==> src/rtl/prot_pkg.sv <==
package prot_pkg;
  typedef enum logic [1:0] {
    OP_CLR_PROT = 2'b00,
    OP_SET_PROT = 2'b01,
    OP_ENABLE   = 2'b10,
    OP_INHIBIT  = 2'b11
  } prot_op_e;
endpackage

==> src/rtl/prot_cmd_decode.sv <==
module prot_cmd_decode
  import prot_pkg::*;
#(
  parameter int N_CH   = 6,
  parameter int ADDR_W = 4
) (
  input  logic              cmd_valid_i,
  input  logic [1:0]        cmd_op_i,
  input  logic              cmd_all_i,
  input  logic [ADDR_W-1:0] cmd_chan_i,
  output logic [N_CH-1:0]   set_m_o,
  output logic [N_CH-1:0]   clr_m_o,
  output logic [N_CH-1:0]   inh_m_o,
  output logic [N_CH-1:0]   en_m_o
);
  prot_op_e op;
  assign op = prot_op_e'(cmd_op_i);

  for (genvar i = 0; i < N_CH; i++) begin : g_hit
    logic hit;
    assign hit        = cmd_valid_i && (cmd_all_i || (cmd_chan_i == ADDR_W'(i)));
    assign set_m_o[i] = hit && (op == OP_SET_PROT);
    assign clr_m_o[i] = hit && (op == OP_CLR_PROT);
    assign inh_m_o[i] = hit && (op == OP_INHIBIT);
    assign en_m_o[i]  = hit && (op == OP_ENABLE);
  end
endmodule

==> src/rtl/prot_chan_slice.sv <==
module prot_chan_slice (
  input  logic clk,
  input  logic rst,
  input  logic vtrip_i,
  input  logic ctrip_i,
  input  logic cc_hold_i,
  input  logic set_i,
  input  logic clr_i,
  input  logic inh_i,
  input  logic en_i,
  output logic vflag_n_o,
  output logic cflag_n_o,
  output logic chan_off_o,
  output logic ilim_o
);
  logic vflag_q, cflag_q, inh_q;
  logic inh_n, off_n;

  // a live trip wins over a clear arriving in the same cycle
  assign vflag_n_o = (vflag_q & ~clr_i) | set_i | vtrip_i;
  assign cflag_n_o = (cflag_q & ~clr_i) | set_i | ctrip_i;
  assign inh_n     = (inh_q & ~en_i) | inh_i;
  assign off_n     = inh_n | vflag_n_o | (cflag_n_o & ~cc_hold_i);

  always_ff @(posedge clk) begin
    if (rst) begin
      vflag_q    <= 1'b0;
      cflag_q    <= 1'b0;
      inh_q      <= 1'b1;
      chan_off_o <= 1'b1;
      ilim_o     <= 1'b0;
    end else begin
      vflag_q    <= vflag_n_o;
      cflag_q    <= cflag_n_o;
      inh_q      <= inh_n;
      chan_off_o <= off_n;
      ilim_o     <= cflag_n_o & ~off_n;
    end
  end

  p_vtrip_off_r2: assert property (@(posedge clk) disable iff (rst)
    vtrip_i |=> (chan_off_o && vflag_q));
  p_sticky_r2: assert property (@(posedge clk) disable iff (rst)
    (vflag_q && !clr_i) |=> vflag_q);
  p_kill_r3: assert property (@(posedge clk) disable iff (rst)
    (ctrip_i && !cc_hold_i) |=> chan_off_o);
  p_hold_r3: assert property (@(posedge clk) disable iff (rst)
    (ctrip_i && cc_hold_i) |=> (chan_off_o || ilim_o));
  p_trip_beats_clr_r6: assert property (@(posedge clk) disable iff (rst)
    (clr_i && ctrip_i) |=> cflag_q);
  p_flag_off_r7: assert property (@(posedge clk) disable iff (rst)
    (vflag_q || inh_q) |-> chan_off_o);
  p_ilim_flag_r7: assert property (@(posedge clk) disable iff (rst)
    ilim_o |-> (cflag_q && !chan_off_o));
endmodule

==> src/rtl/prot_status_mux.sv <==
module prot_status_mux #(
  parameter int N_CH   = 6,
  parameter int ADDR_W = 4
) (
  input  logic              clk,
  input  logic              rst,
  input  logic [ADDR_W-1:0] sel_chan_i,
  input  logic [N_CH-1:0]   vflags_n_i,
  input  logic [N_CH-1:0]   cflags_n_i,
  input  logic              rmt_vprot_i,
  input  logic              rmt_cprot_i,
  output logic              vsel_o,
  output logic              csel_o
);
  localparam logic [ADDR_W-1:0] RMT_LO = ADDR_W'(N_CH);
  localparam logic [ADDR_W-1:0] RMT_HI = ADDR_W'(2 * N_CH - 1);

  logic is_rmt;
  logic v_loc, c_loc;

  assign is_rmt = (sel_chan_i >= RMT_LO) && (sel_chan_i <= RMT_HI);

  always_comb begin
    v_loc = 1'b0;
    c_loc = 1'b0;
    for (int i = 0; i < N_CH; i++) begin
      if (sel_chan_i == ADDR_W'(i)) begin
        v_loc = vflags_n_i[i];
        c_loc = cflags_n_i[i];
      end
    end
  end

  always_ff @(posedge clk) begin
    if (rst) begin
      vsel_o <= 1'b0;
      csel_o <= 1'b0;
    end else if (is_rmt) begin
      vsel_o <= rmt_vprot_i;
      csel_o <= rmt_cprot_i;
    end else begin
      vsel_o <= v_loc;
      csel_o <= c_loc;
    end
  end

  p_remote_pass_r10: assert property (@(posedge clk) disable iff (rst)
    is_rmt |=> (vsel_o == $past(rmt_vprot_i) && csel_o == $past(rmt_cprot_i)));
  p_out_of_range_r10: assert property (@(posedge clk) disable iff (rst)
    (sel_chan_i > RMT_HI) |=> (!vsel_o && !csel_o));
endmodule

==> src/rtl/prot_bank.sv <==
module prot_bank
  import prot_pkg::*;
#(
  parameter int N_CH   = 6,
  parameter int ADDR_W = 4
) (
  input  logic              clk,
  input  logic              rst,
  input  logic [N_CH-1:0]   vtrip_i,
  input  logic [N_CH-1:0]   ctrip_i,
  input  logic              cc_hold_i,
  input  logic              cmd_valid_i,
  input  logic [1:0]        cmd_op_i,
  input  logic              cmd_all_i,
  input  logic [ADDR_W-1:0] cmd_chan_i,
  input  logic [ADDR_W-1:0] sel_chan_i,
  input  logic              rmt_vprot_i,
  input  logic              rmt_cprot_i,
  output logic [N_CH-1:0]   chan_off_o,
  output logic [N_CH-1:0]   ilim_o,
  output logic              vsel_o,
  output logic              csel_o
);
  logic [N_CH-1:0] set_m, clr_m, inh_m, en_m;
  logic [N_CH-1:0] vflags_n, cflags_n;

  prot_cmd_decode #(.N_CH(N_CH), .ADDR_W(ADDR_W)) u_dec (
    .cmd_valid_i (cmd_valid_i),
    .cmd_op_i    (cmd_op_i),
    .cmd_all_i   (cmd_all_i),
    .cmd_chan_i  (cmd_chan_i),
    .set_m_o     (set_m),
    .clr_m_o     (clr_m),
    .inh_m_o     (inh_m),
    .en_m_o      (en_m)
  );

  for (genvar i = 0; i < N_CH; i++) begin : g_ch
    prot_chan_slice u_slice (
      .clk        (clk),
      .rst        (rst),
      .vtrip_i    (vtrip_i[i]),
      .ctrip_i    (ctrip_i[i]),
      .cc_hold_i  (cc_hold_i),
      .set_i      (set_m[i]),
      .clr_i      (clr_m[i]),
      .inh_i      (inh_m[i]),
      .en_i       (en_m[i]),
      .vflag_n_o  (vflags_n[i]),
      .cflag_n_o  (cflags_n[i]),
      .chan_off_o (chan_off_o[i]),
      .ilim_o     (ilim_o[i])
    );
  end

  prot_status_mux #(.N_CH(N_CH), .ADDR_W(ADDR_W)) u_mux (
    .clk         (clk),
    .rst         (rst),
    .sel_chan_i  (sel_chan_i),
    .vflags_n_i  (vflags_n),
    .cflags_n_i  (cflags_n),
    .rmt_vprot_i (rmt_vprot_i),
    .rmt_cprot_i (rmt_cprot_i),
    .vsel_o      (vsel_o),
    .csel_o      (csel_o)
  );

  p_reset_state_r1: assert property (@(posedge clk)
    rst |=> ((&chan_off_o) && (ilim_o == '0) && !vsel_o && !csel_o));
  p_all_inhibit_r5: assert property (@(posedge clk) disable iff (rst)
    (cmd_valid_i && cmd_all_i && cmd_op_i == 2'b11) |=> (&chan_off_o));
  p_kill_mode_r8: assert property (@(posedge clk) disable iff (rst)
    (!cc_hold_i) |=> (ilim_o == '0));
endmodule

==> config.mk <==
export PLATFORM = sky130hd
export DESIGN_NAME = prot_bank
export DESIGN_NICKNAME = d
export VERILOG_FILES = /design/src/rtl/prot_pkg.sv /design/src/rtl/prot_cmd_decode.sv /design/src/rtl/prot_chan_slice.sv /design/src/rtl/prot_status_mux.sv /design/src/rtl/prot_bank.sv
export SDC_FILE = /design/constraint.sdc
export NUM_CORES = 1
export LEC_CHECK = 0
export BUFFER_PORTS_ARGS = -buffer_cell sky130_fd_sc_hd__buf_2
export CAP_MARGIN = 40
export CORE_MARGIN = 8
export CORE_UTILIZATION = 30
export DETAILED_ROUTE_END_ITERATION = 6
export PLACE_DENSITY = 0.62
export RECOVER_POWER = 25
export SLEW_MARGIN = 20
export SYNTH_ARGS = -nofsm -noshare
export SYNTH_HDL_FRONTEND = slang
export SYNTH_SLANG_ARGS = --single-unit
==> constraint.sdc <==
create_clock -name clk -period 2.2 [get_ports clk]
set_input_delay 0.22 -clock clk [delete_from_list [all_inputs] [get_ports clk]]
set_output_delay 0.22 -clock clk [all_outputs]
set_load 0.05 [all_outputs]
# ---- Word-level counts from Yosys, hierarchy flattened
# Cells that the tools add are included.
# W data, S select, Z words.
dict set report classes {
  n_reduce_logical 40
  magnitude_cmp 2
  bitwise 91
  n_eq_ne 13
  mux 14
}
# cell count
set ops {}
lappend ops {{$or A1 B1 Y1} 42}
lappend ops {{$logic_and A1 B1 Y1} 31}
lappend ops {{$and A1 B1 Y1} 30}
lappend ops {{$not A1 Y1} 19}
lappend ops {{$eq A4 B2 Y1 const B} 4}
lappend ops {{$eq A4 B3 Y1 const B} 4}
lappend ops {{$mux W1} 14}
lappend ops {{$eq A4 B1 Y1 const B} 2}
lappend ops {{$logic_not A4 Y1} 2}
lappend ops {{$logic_or A1 B1 Y1} 6}
lappend ops {{$eq A2 B2 Y1 const B} 2}
lappend ops {{$ge A4 B3 Y1 const B} 1}
lappend ops {{$le A4 B4 Y1 const B} 1}
lappend ops {{$eq A2 B1 Y1 const B} 1}
lappend ops {{$logic_not A2 Y1} 1}
dict set report word_totals {
  register_bits 32
  output_inout_bits 14
  wordCells 192
}

# ---- Depth between registers and ports, before layout
# Gate-level depths: netlist of the first run.
dict set report depth {
  ltp_word 15
  mapped_depth 7
  ltp_nobuf 6
}

# ---- Cells and area by module
# A second synthesis of the first run with hierarchy kept.
dict set report unflattened {
  hier_cells 173
  hier_area_um2 1627.8
}
# mod seq_area_each_um2 area_each_um2 instances cells_per_inst
set modules_own_cells {}
lappend modules_own_cells {prot_chan_slice 100.1 188.9 6 17}
lappend modules_own_cells {prot_status_mux 40.0 255.2 1 33}
lappend modules_own_cells {prot_cmd_decode 0.0 239.0 1 38}

# ---- Worst setup path after synthesis of the first run
# OpenSTA, ideal clock, no wires.
dict set report synth_timing {
  path_kind {input port to flip-flop}
  startpoint {input port cmd_chan_i[0]}
  endpoint {register u_mux.csel_o}
  cell_stages 6
  path_buffers 0
  arrival_time_ps 1448
  required_time_ps 2085
  slack_ps 637
  cell_sequence {nor4b_2 -> nor3b_1 -> o311a_1 -> a211oi_1 -> o211ai_1 -> o21a_1}
}
dict set report synth_via {
  elab_chain_cells 15
  word_cells_on_any_way 61
}
# item line
set synth_rtl {}
lappend synth_rtl {{from (decl)} prot_bank.sv:15} ;# input logic [ADDR_W-1:0] cmd_chan_i,
lappend synth_rtl {{$logic_not A4 Y1} prot_cmd_decode.sv:21} ;# assign hit = cmd_valid_i && (cmd_all_i || (cmd_chan_i == ADDR_W'(i)));
lappend synth_rtl {{$logic_or A1 B1 Y1} prot_cmd_decode.sv:21}
lappend synth_rtl {{$logic_and A1 B1 Y1} prot_cmd_decode.sv:21}
lappend synth_rtl {{$logic_and A1 B1 Y1} prot_cmd_decode.sv:23} ;# assign clr_m_o[i] = hit && (op == OP_CLR_PROT);
lappend synth_rtl {{$not A1 Y1} prot_chan_slice.sv:21} ;# assign cflag_n_o = (cflag_q & ~clr_i) | set_i | ctrip_i;
lappend synth_rtl {{$and A1 B1 Y1} prot_chan_slice.sv:21}
lappend synth_rtl {{$or A1 B1 Y1 (2 in a row)} prot_chan_slice.sv:21}
lappend synth_rtl {{$mux W1 (5 in a row)} prot_status_mux.sv:27} ;# if (sel_chan_i == ADDR_W'(i)) begin
lappend synth_rtl {{$mux W1 (*)} prot_status_mux.sv:27}
lappend synth_rtl {{$mux W1 (*)} prot_status_mux.sv:38} ;# end else if (is_rmt) begin
lappend synth_rtl {{to (signal assigned)} prot_status_mux.sv:40} ;# csel_o <= rmt_cprot_i;
lappend synth_rtl {{to (signal assigned)} prot_status_mux.sv:43} ;# csel_o <= c_loc;
lappend synth_rtl {{to (decl)} prot_status_mux.sv:13} ;# output logic csel_o
# Mark *: on every way between the ends. The rest lies on a longest branch, timed or not.
# A chain may end at the register's enable or synchronous reset.

# ---- Worst setup path after layout of the first run
dict set report layout_timing {
  startpoint {input port cmd_chan_i[3]}
  endpoint {register u_mux.csel_o}
}
# The elaborated chain is that of the path after synthesis.

==> results of run 1 <==
## layer usage
metal	track usage [%]	wire length, um	part of all wire (%)	vias up
li1	-	-	-	678
met1	14.1	1920	46	600
met2	18.7	1950	47	54
met3	3.87	267	6.4	4
met4	3.91	33	0.79	0
met5	0	0	0	-
## tightest hold or removal path: cells and delay by family
family                 cells  cell delay (ns)
AOI/OAI and AO/OA          1             0.05
and+or+nand+nor            1             0.07
buffers and inverters      1             0.09
## final timing paths
path,end,slack (ns),start
worst max-delay path,u_mux.csel_o$_SDFF_PP0_,0.41,cmd_chan_i[3]
worst min-delay path,g_ch[1].u_slice.cflag_q$_SDFF_PP0_,0.19,ctrip_i[1]
worst max register to register,u_mux.csel_o$_SDFF_PP0_,0.77,g_ch[2].u_slice.cflag_q$_SDFF_PP0_
worst min register to register,g_ch[4].u_slice.inh_q$_SDFF_PP1_,0.49,g_ch[4].u_slice.inh_q$_SDFF_PP1_
## synthesized netlist by cell type (all sizes together), types with 2 or more instances
master / instances / share of area, %
o211ai: 6 / 3.0
a211oi: 8 / 4.6
inv: 5 / 1.2
a221o: 2 / 1.3
or3b: 3 / 1.9
a221oi: 3 / 2.1
dfxtp: 32 / 42
nor4b: 4 / 3.5
a31oi: 3 / 1.2
nand2: 9 / 2.2
clkbuf: 3 / 0.74
and2: 3 / 1.2
nor2b: 5 / 2.1
or2: 2 / 0.82
buf: 13 / 6.3
o21ai: 18 / 6.2
and4bb: 2 / 1.6
nor2: 22 / 5.4
a21oi: 2 / 0.66
o21a: 5 / 2.5
## cell families after synthesis
logic type	Yosys count
AOI/OAI and AO/OA	55
buffers and inverters	21
DFF	32
muxes	2
and+or+nand+nor	57
## power groups by stage
stage	combinational (W)	clock [W]	sequential (W)
detailed placement	0.000210	0	0.000632
CTS	0.000211	0.000472	0.000619
finish	0.000209	0.000456	0.000620
global placement	0.000209	0	0.000632
floorplan	0.000120	0	0.000642
global route	0.000230	0.000494	0.000622
## sequential cells by signal, indices dropped and copies added (netlist names)
signal,cells
g_ch.u_slice.vflag_q,6
g_ch.u_slice.cflag_q,6
g_ch.u_slice.inh_q,6
u_mux.csel_o,1
u_mux.vsel_o,1
g_ch.u_slice.ilim_o,6
g_ch.u_slice.chan_off_o,6
## through the flow
| step | setup WS (ns) | area, sq um |
|---|---|---|
| after floorplan | 0.637 | 1520 |
| after global placement | 0.256 | 1730 |
| after detailed placement | 0.234 | 1730 |
| after CTS | 0.534 | 1820 |
| after global routing | 0.232 | 1810 |
| final | 0.413 | 1810 |
## area by class of cell
cell class                      count  share of cell area (%)
Multi-Input combinational cell    114                    41.4
Sequential cell                    32                    35.4
Timing Repair Buffer               45                    12.3
Clock buffer                        8                    4.98
Tap cell                           70                    4.84
Inverter                            5                    1.04
==> flow_metrics.tcl, run 1 <==
set metrics [dict create \
    seqCellArea_sq_um 641 \
    num_antenna_cells 0 \
    coreArea_sq_um 5010 \
    clk_latency_ns 0.27 \
    start_util_pct 30.3 \
    rows 26 \
    powerDensity_nw_per_um2 711 \
    slowest_delay_ns 0.45 \
    cp.depth 8 \
    antenna_found_initial 0 \
    postSynth.asyncResetShare_pct 0 \
    fmaxAchievable_mhz 560 \
    vias 1336 \
    clkTransAtPathRegs_ns 0.06 \
    grt_pass1_vias 1349 \
    numClockSinks 32 \
    path_cells "clkbuf_1 -> and4bb_1 -> o21a_1 -> a211oi_1 -> buf_4 -> a311o_1 -> a31oi_1 -> o21a_1" \
    layout_common_cells "34 x buf_2, 32 x dfxtp_1, 22 x nor2_1, 11 x o21ai_0, 10 x clkbuf_1" \
    synth_top_family_by_area "compound AO/OA/AOI/OAI gates" \
    io_buffers 42 \
    p_sw_share_pct 26.6 \
    combPwrFrac_pct 16.3 \
    clock_skew_ns 0.00102 \
    seq_power_share_pct 48.2 \
    run_status "completed" \
    via_per_inst 4.88 \
    post_cts_resized 0 \
    netlist_instances 167 \
    worst_path_max_delay_cell "a211oi_1" \
    cts_root_buffer "clkbuf_8" \
    synth_mux_area_share_pct 1.40 \
    fin_crit_ns 1.79 \
    crit_family "compound AO/OA/AOI/OAI gates" \
    io-pin-count 43 \
    pwr-share-clk_pct 35.5 \
    leakagePower_nw 0.748 \
    syn_avg_cell_area_sq_um 9.10 \
    relSlewSlack_pct 59.4 \
    grt_max_degree 19 \
    crit_fanout 6 \
    ys.flop_type "dfxtp_1" \
    num-nets-final 232 \
    mostFrequentLayoutCell "buf_2" \
    dpl.cell_count 266 \
    crit_buf_inv 2 \
    die_area_sq_um 7600 \
    detail_route.wl_per_cell_um 15.2 \
    synthAdderAreaFrac_pct 0 \
    worstMarginPinSlew_ns 0.612 \
    synth_compound_area_share_pct 26.3 \
    antenna_left 0 \
    die_w_um 87.2 \
    p_switching_w 0.000342 \
    rsz0062_at_grt "no" \
    required_ns 2.37 \
    synth_xor_area_share_pct 0 \
    cp-end-kind "register" \
    synth.yosys.seq_area_share_pct 42.1 \
    drive_gt1_share_pct 25.5 \
    cts_tree "built" \
    fin_crit_sh_pct 81.2 \
    drt-pass1-iter-count 4 \
    final_util_pct 36.1 \
    fillCellCount 552 \
    hold_slack_ns 0.187 \
    grt_overflow 0 \
    ys_ff_latch 32 \
    ys_warn_count 0 \
    ir_drop_mv 0.241 \
    min_path_cells 3 \
    numCtsBuffers 5 \
    total_power_w 0.00128 \
    crit_arrival_ns 1.96 \
    grt_first_pass_wirelength_um 6790 \
    dp_hpwl_um 3270 \
    place_congestion 0.884 \
    cap_violations 0 \
    hold_viol_final 0 \
    syn_area_sq_um 1520 \
    cp_common_cell "o21a_1" \
    grt_usage_pct 11.6 \
    hold_buffers 0 \
    path_class "input pin to register" \
    htreeDepth 2 \
    cts_setup_buffers 0 \
    power.internal_w 0.000943 \
    cts_buffer_depth 2 \
    synthSimpleGateAreaFrac_pct 22.0 \
    drc 0 \
    ff2ff_path_depth 5 \
    cp-start-kind "input pin" \
    synth_edf_count 0 \
    die_h_um 87.2 \
    post_synth_num_cell_types 45 \
    multi_input_area_sq_um 748 \
    tns_ns 0 \
    wirelength_um 4170 \
    min_path_type "input pin to register" \
    setup_viol 0 \
    fin_cells 274 \
    slew_viol_final 0 \
    drt_iter0_drc 63 \
    area_growth_pct 18.9 \
    synth_nets 196 \
]
(Power assumes the default switching activity.)
==> run 2: changes to the inputs <==
ABC_AREA = 1   (was unset)
PLACE_DENSITY = 0.63   (was 0.62)
clock period = 1.6 ns   (was 2.2 ns; I/O delays follow)
==> run 2 against run 1 <==
Flip-flop and latch count unchanged. Critical endpoint is now g_ch[2].u_slice.chan_off_o$_SDFF_PP1_. Largest cell class unchanged. Setup slack got worse by 0.012 ns. Design area increased by 4.1%.
==> flow_metrics.tcl, run 2 <==
set metrics [dict create \
    relSlewSlack_pct 76.9 \
    hold_viol_final 0 \
    grt_overflow 0 \
    drive_gt1_share_pct 26.8 \
    syn_area_sq_um 1600 \
    synth_largest_area_cell "dfxtp_1" \
    clock_skew_ns 0.00885 \
    mostFrequentLayoutCell "nand2_1" \
    drc 0 \
    crit_buf_inv 1 \
    worstMarginPinSlew_ns 0.343 \
    postSynth.asyncResetShare_pct 0 \
    crit_arrival_ns 1.38 \
    num_antenna_cells 0 \
    die_h_um 89.1 \
    ys.flop_type "dfxtp_1" \
    crit_family "simple AND/OR/NAND/NOR gates" \
    tns_ns 0 \
    start_util_pct 31.2 \
    synth.most_common_cell "nand2_1" \
    cp-end-kind "register" \
    coreArea_sq_um 5140 \
    grt_first_pass_wirelength_um 6590 \
    fin_crit_ns 1.20 \
    via_per_inst 4.28 \
    netlist_instances 225 \
    wirelength_um 3970 \
    synth_commonest_cells "52 x nand2_1, 32 x dfxtp_1, 31 x inv_1, 19 x nor2_1, 17 x nand3_1" \
    yosys-top-cells-area "dfxtp_1 40%, nand2_1 12%, inv_1 7.3%, buf_4 5.6%, nand3_1 5.3%" \
    num-nets-final 289 \
    synth.yosys.seq_area_share_pct 40.0 \
    grt_usage_pct 11.1 \
    numCtsBuffers 5 \
    place_congestion 0.823 \
    cts_setup_buffers 0 \
    clk_latency_ns 0.29 \
    ir_drop_mv 0.509 \
    worst_path_max_delay_cell "a21oi_1" \
    post_synth_num_cell_types 27 \
    required_ns 1.78 \
    grt_max_degree 16 \
    detail_route.wl_per_cell_um 12.0 \
    ys_ff_latch 32 \
    fmaxAchievable_mhz 834 \
    antenna_found_initial 0 \
    min_path_type "input pin to register" \
    path_class "input pin to register" \
    cts_buffer_depth 2 \
    grt_pass1_vias 1411 \
    cts_tree "built" \
    vias 1418 \
    synthAdderAreaFrac_pct 0 \
    drt_iter0_drc 93 \
    layout_common_cells "52 x nand2_1, 40 x buf_2, 32 x dfxtp_1, 31 x inv_1, 21 x nor2_1" \
    slowest_delay_ns 0.24 \
    io_buffers 42 \
    synth_xor_area_share_pct 0 \
    leakagePower_nw 0.972 \
    hold_buffers 0 \
    yosysTopAreaCellShare_pct 40.0 \
    cp-start-kind "input pin" \
    cap_violations 0 \
    post_cts_resized 0 \
    slew_viol_final 0 \
    die_w_um 89.1 \
    die_area_sq_um 7930 \
    synth_edf_count 0 \
    powerDensity_nw_per_um2 951 \
    rsz0062_at_grt "no" \
    final_util_pct 36.6 \
    numClockSinks 32 \
    dp_hpwl_um 3210 \
    fillCellCount 581 \
    syn_avg_cell_area_sq_um 7.12 \
    crit_fanout 4 \
    drt-pass1-iter-count 4 \
    synth_nets 254 \
    htreeDepth 2 \
    cts_root_buffer "clkbuf_8" \
    synth_top_family_by_area "simple AND/OR/NAND/NOR gates" \
    synth_mux_area_share_pct 0 \
    synthSimpleGateAreaFrac_pct 32.8 \
    path_cells "clkbuf_1 -> nor2_1 -> nand3_1 -> nand2_2 -> nand3_2 -> a21oi_1 -> o211ai_2 -> or2_1" \
    run_status "completed" \
    area_growth_pct 17.5 \
    setup_viol 0 \
    rows 26 \
    ys_warn_count 0 \
    antenna_left 0 \
    synth_compound_area_share_pct 11.6 \
    clkTransAtPathRegs_ns 0.07 \
    fin_crit_sh_pct 75.0 \
    io-pin-count 43 \
]
[run 2: power by group]
group	switching [W]	total [W]	internal, W
Combinational	0.000199	0.000293	0.0000948
Sequential	0.0000126	0.000851	0.000838
Clock	0.000296	0.000646	0.000349
Total	0.000508	0.00179	0.00128
[run 2: kinds of logic (layout without fill, tap and decap cells)]
kind of cell	count (synthesis)	count (layout)
AO/OA/AOI/OAI	28	28
AND/OR/NAND/NOR	113	113
flip-flops	32	32
buffers and inverters	52	88
[run 2: final timing paths]
kind | slack (ns) | to | cells after the start | startpoint
worst max register to register | 0.60 | u_mux.vsel_o$_SDFF_PP0_ | 6 | g_ch[5].u_slice.vflag_q$_SDFF_PP0_
worst min-delay path | 0.14 | g_ch[3].u_slice.vflag_q$_SDFF_PP0_ | 3 | vtrip_i[3]
worst max-delay path | 0.40 | g_ch[2].u_slice.chan_off_o$_SDFF_PP1_ | 8 | cmd_chan_i[3]
worst min register to register | 0.46 | g_ch[4].u_slice.inh_q$_SDFF_PP1_ | 2 | g_ch[4].u_slice.inh_q$_SDFF_PP1_
[run 2: cell type report]
type                       instances  area (sq um)  area share (%)
clock inverter                     1          7.51           0.399
multi-input combinational        141           698            37.1
inverter                          37           146            7.78
sequential                        32           641            34.0
timing repair buffer              43           215            11.4
tap                               70          87.6            4.65
clock buffer                       7          86.3            4.59
[run 2: tightest hold or removal path: stages]
cell and delay [ns]:
buf_2 0.11, nor2_4 0.04, nor2_1 0.06
[run 2: metrics by stage]
| stage | hold WS, ns | total power, W | setup slack, ns | instances | cell area, sq um |
|---|---|---|---|---|---|
| floorplan | 0.229 | 0.00108 | 0.447 | 225 | 1600 |
| global placement | 0.436 | 0.00116 | 0.154 | 323 | 1800 |
| detailed placement | 0.423 | 0.00117 | 0.151 | 323 | 1800 |
| CTS | 0.133 | 0.00182 | 0.452 | 331 | 1900 |
| global route | 0.148 | 0.00189 | 0.145 | 331 | 1880 |
| finish | 0.135 | 0.00179 | 0.401 | 331 | 1880 |
[run 2: layer usage]
metal | vias up | wire (um) | global-route usage [%]
li1 | 765 | - | -
met1 | 612 | 1900 | 13.8
met2 | 34 | 1710 | 16.5
met3 | 7 | 300 | 4.78
met4 | 0 | 59 | 4.08
met5 | - | 0 | 0
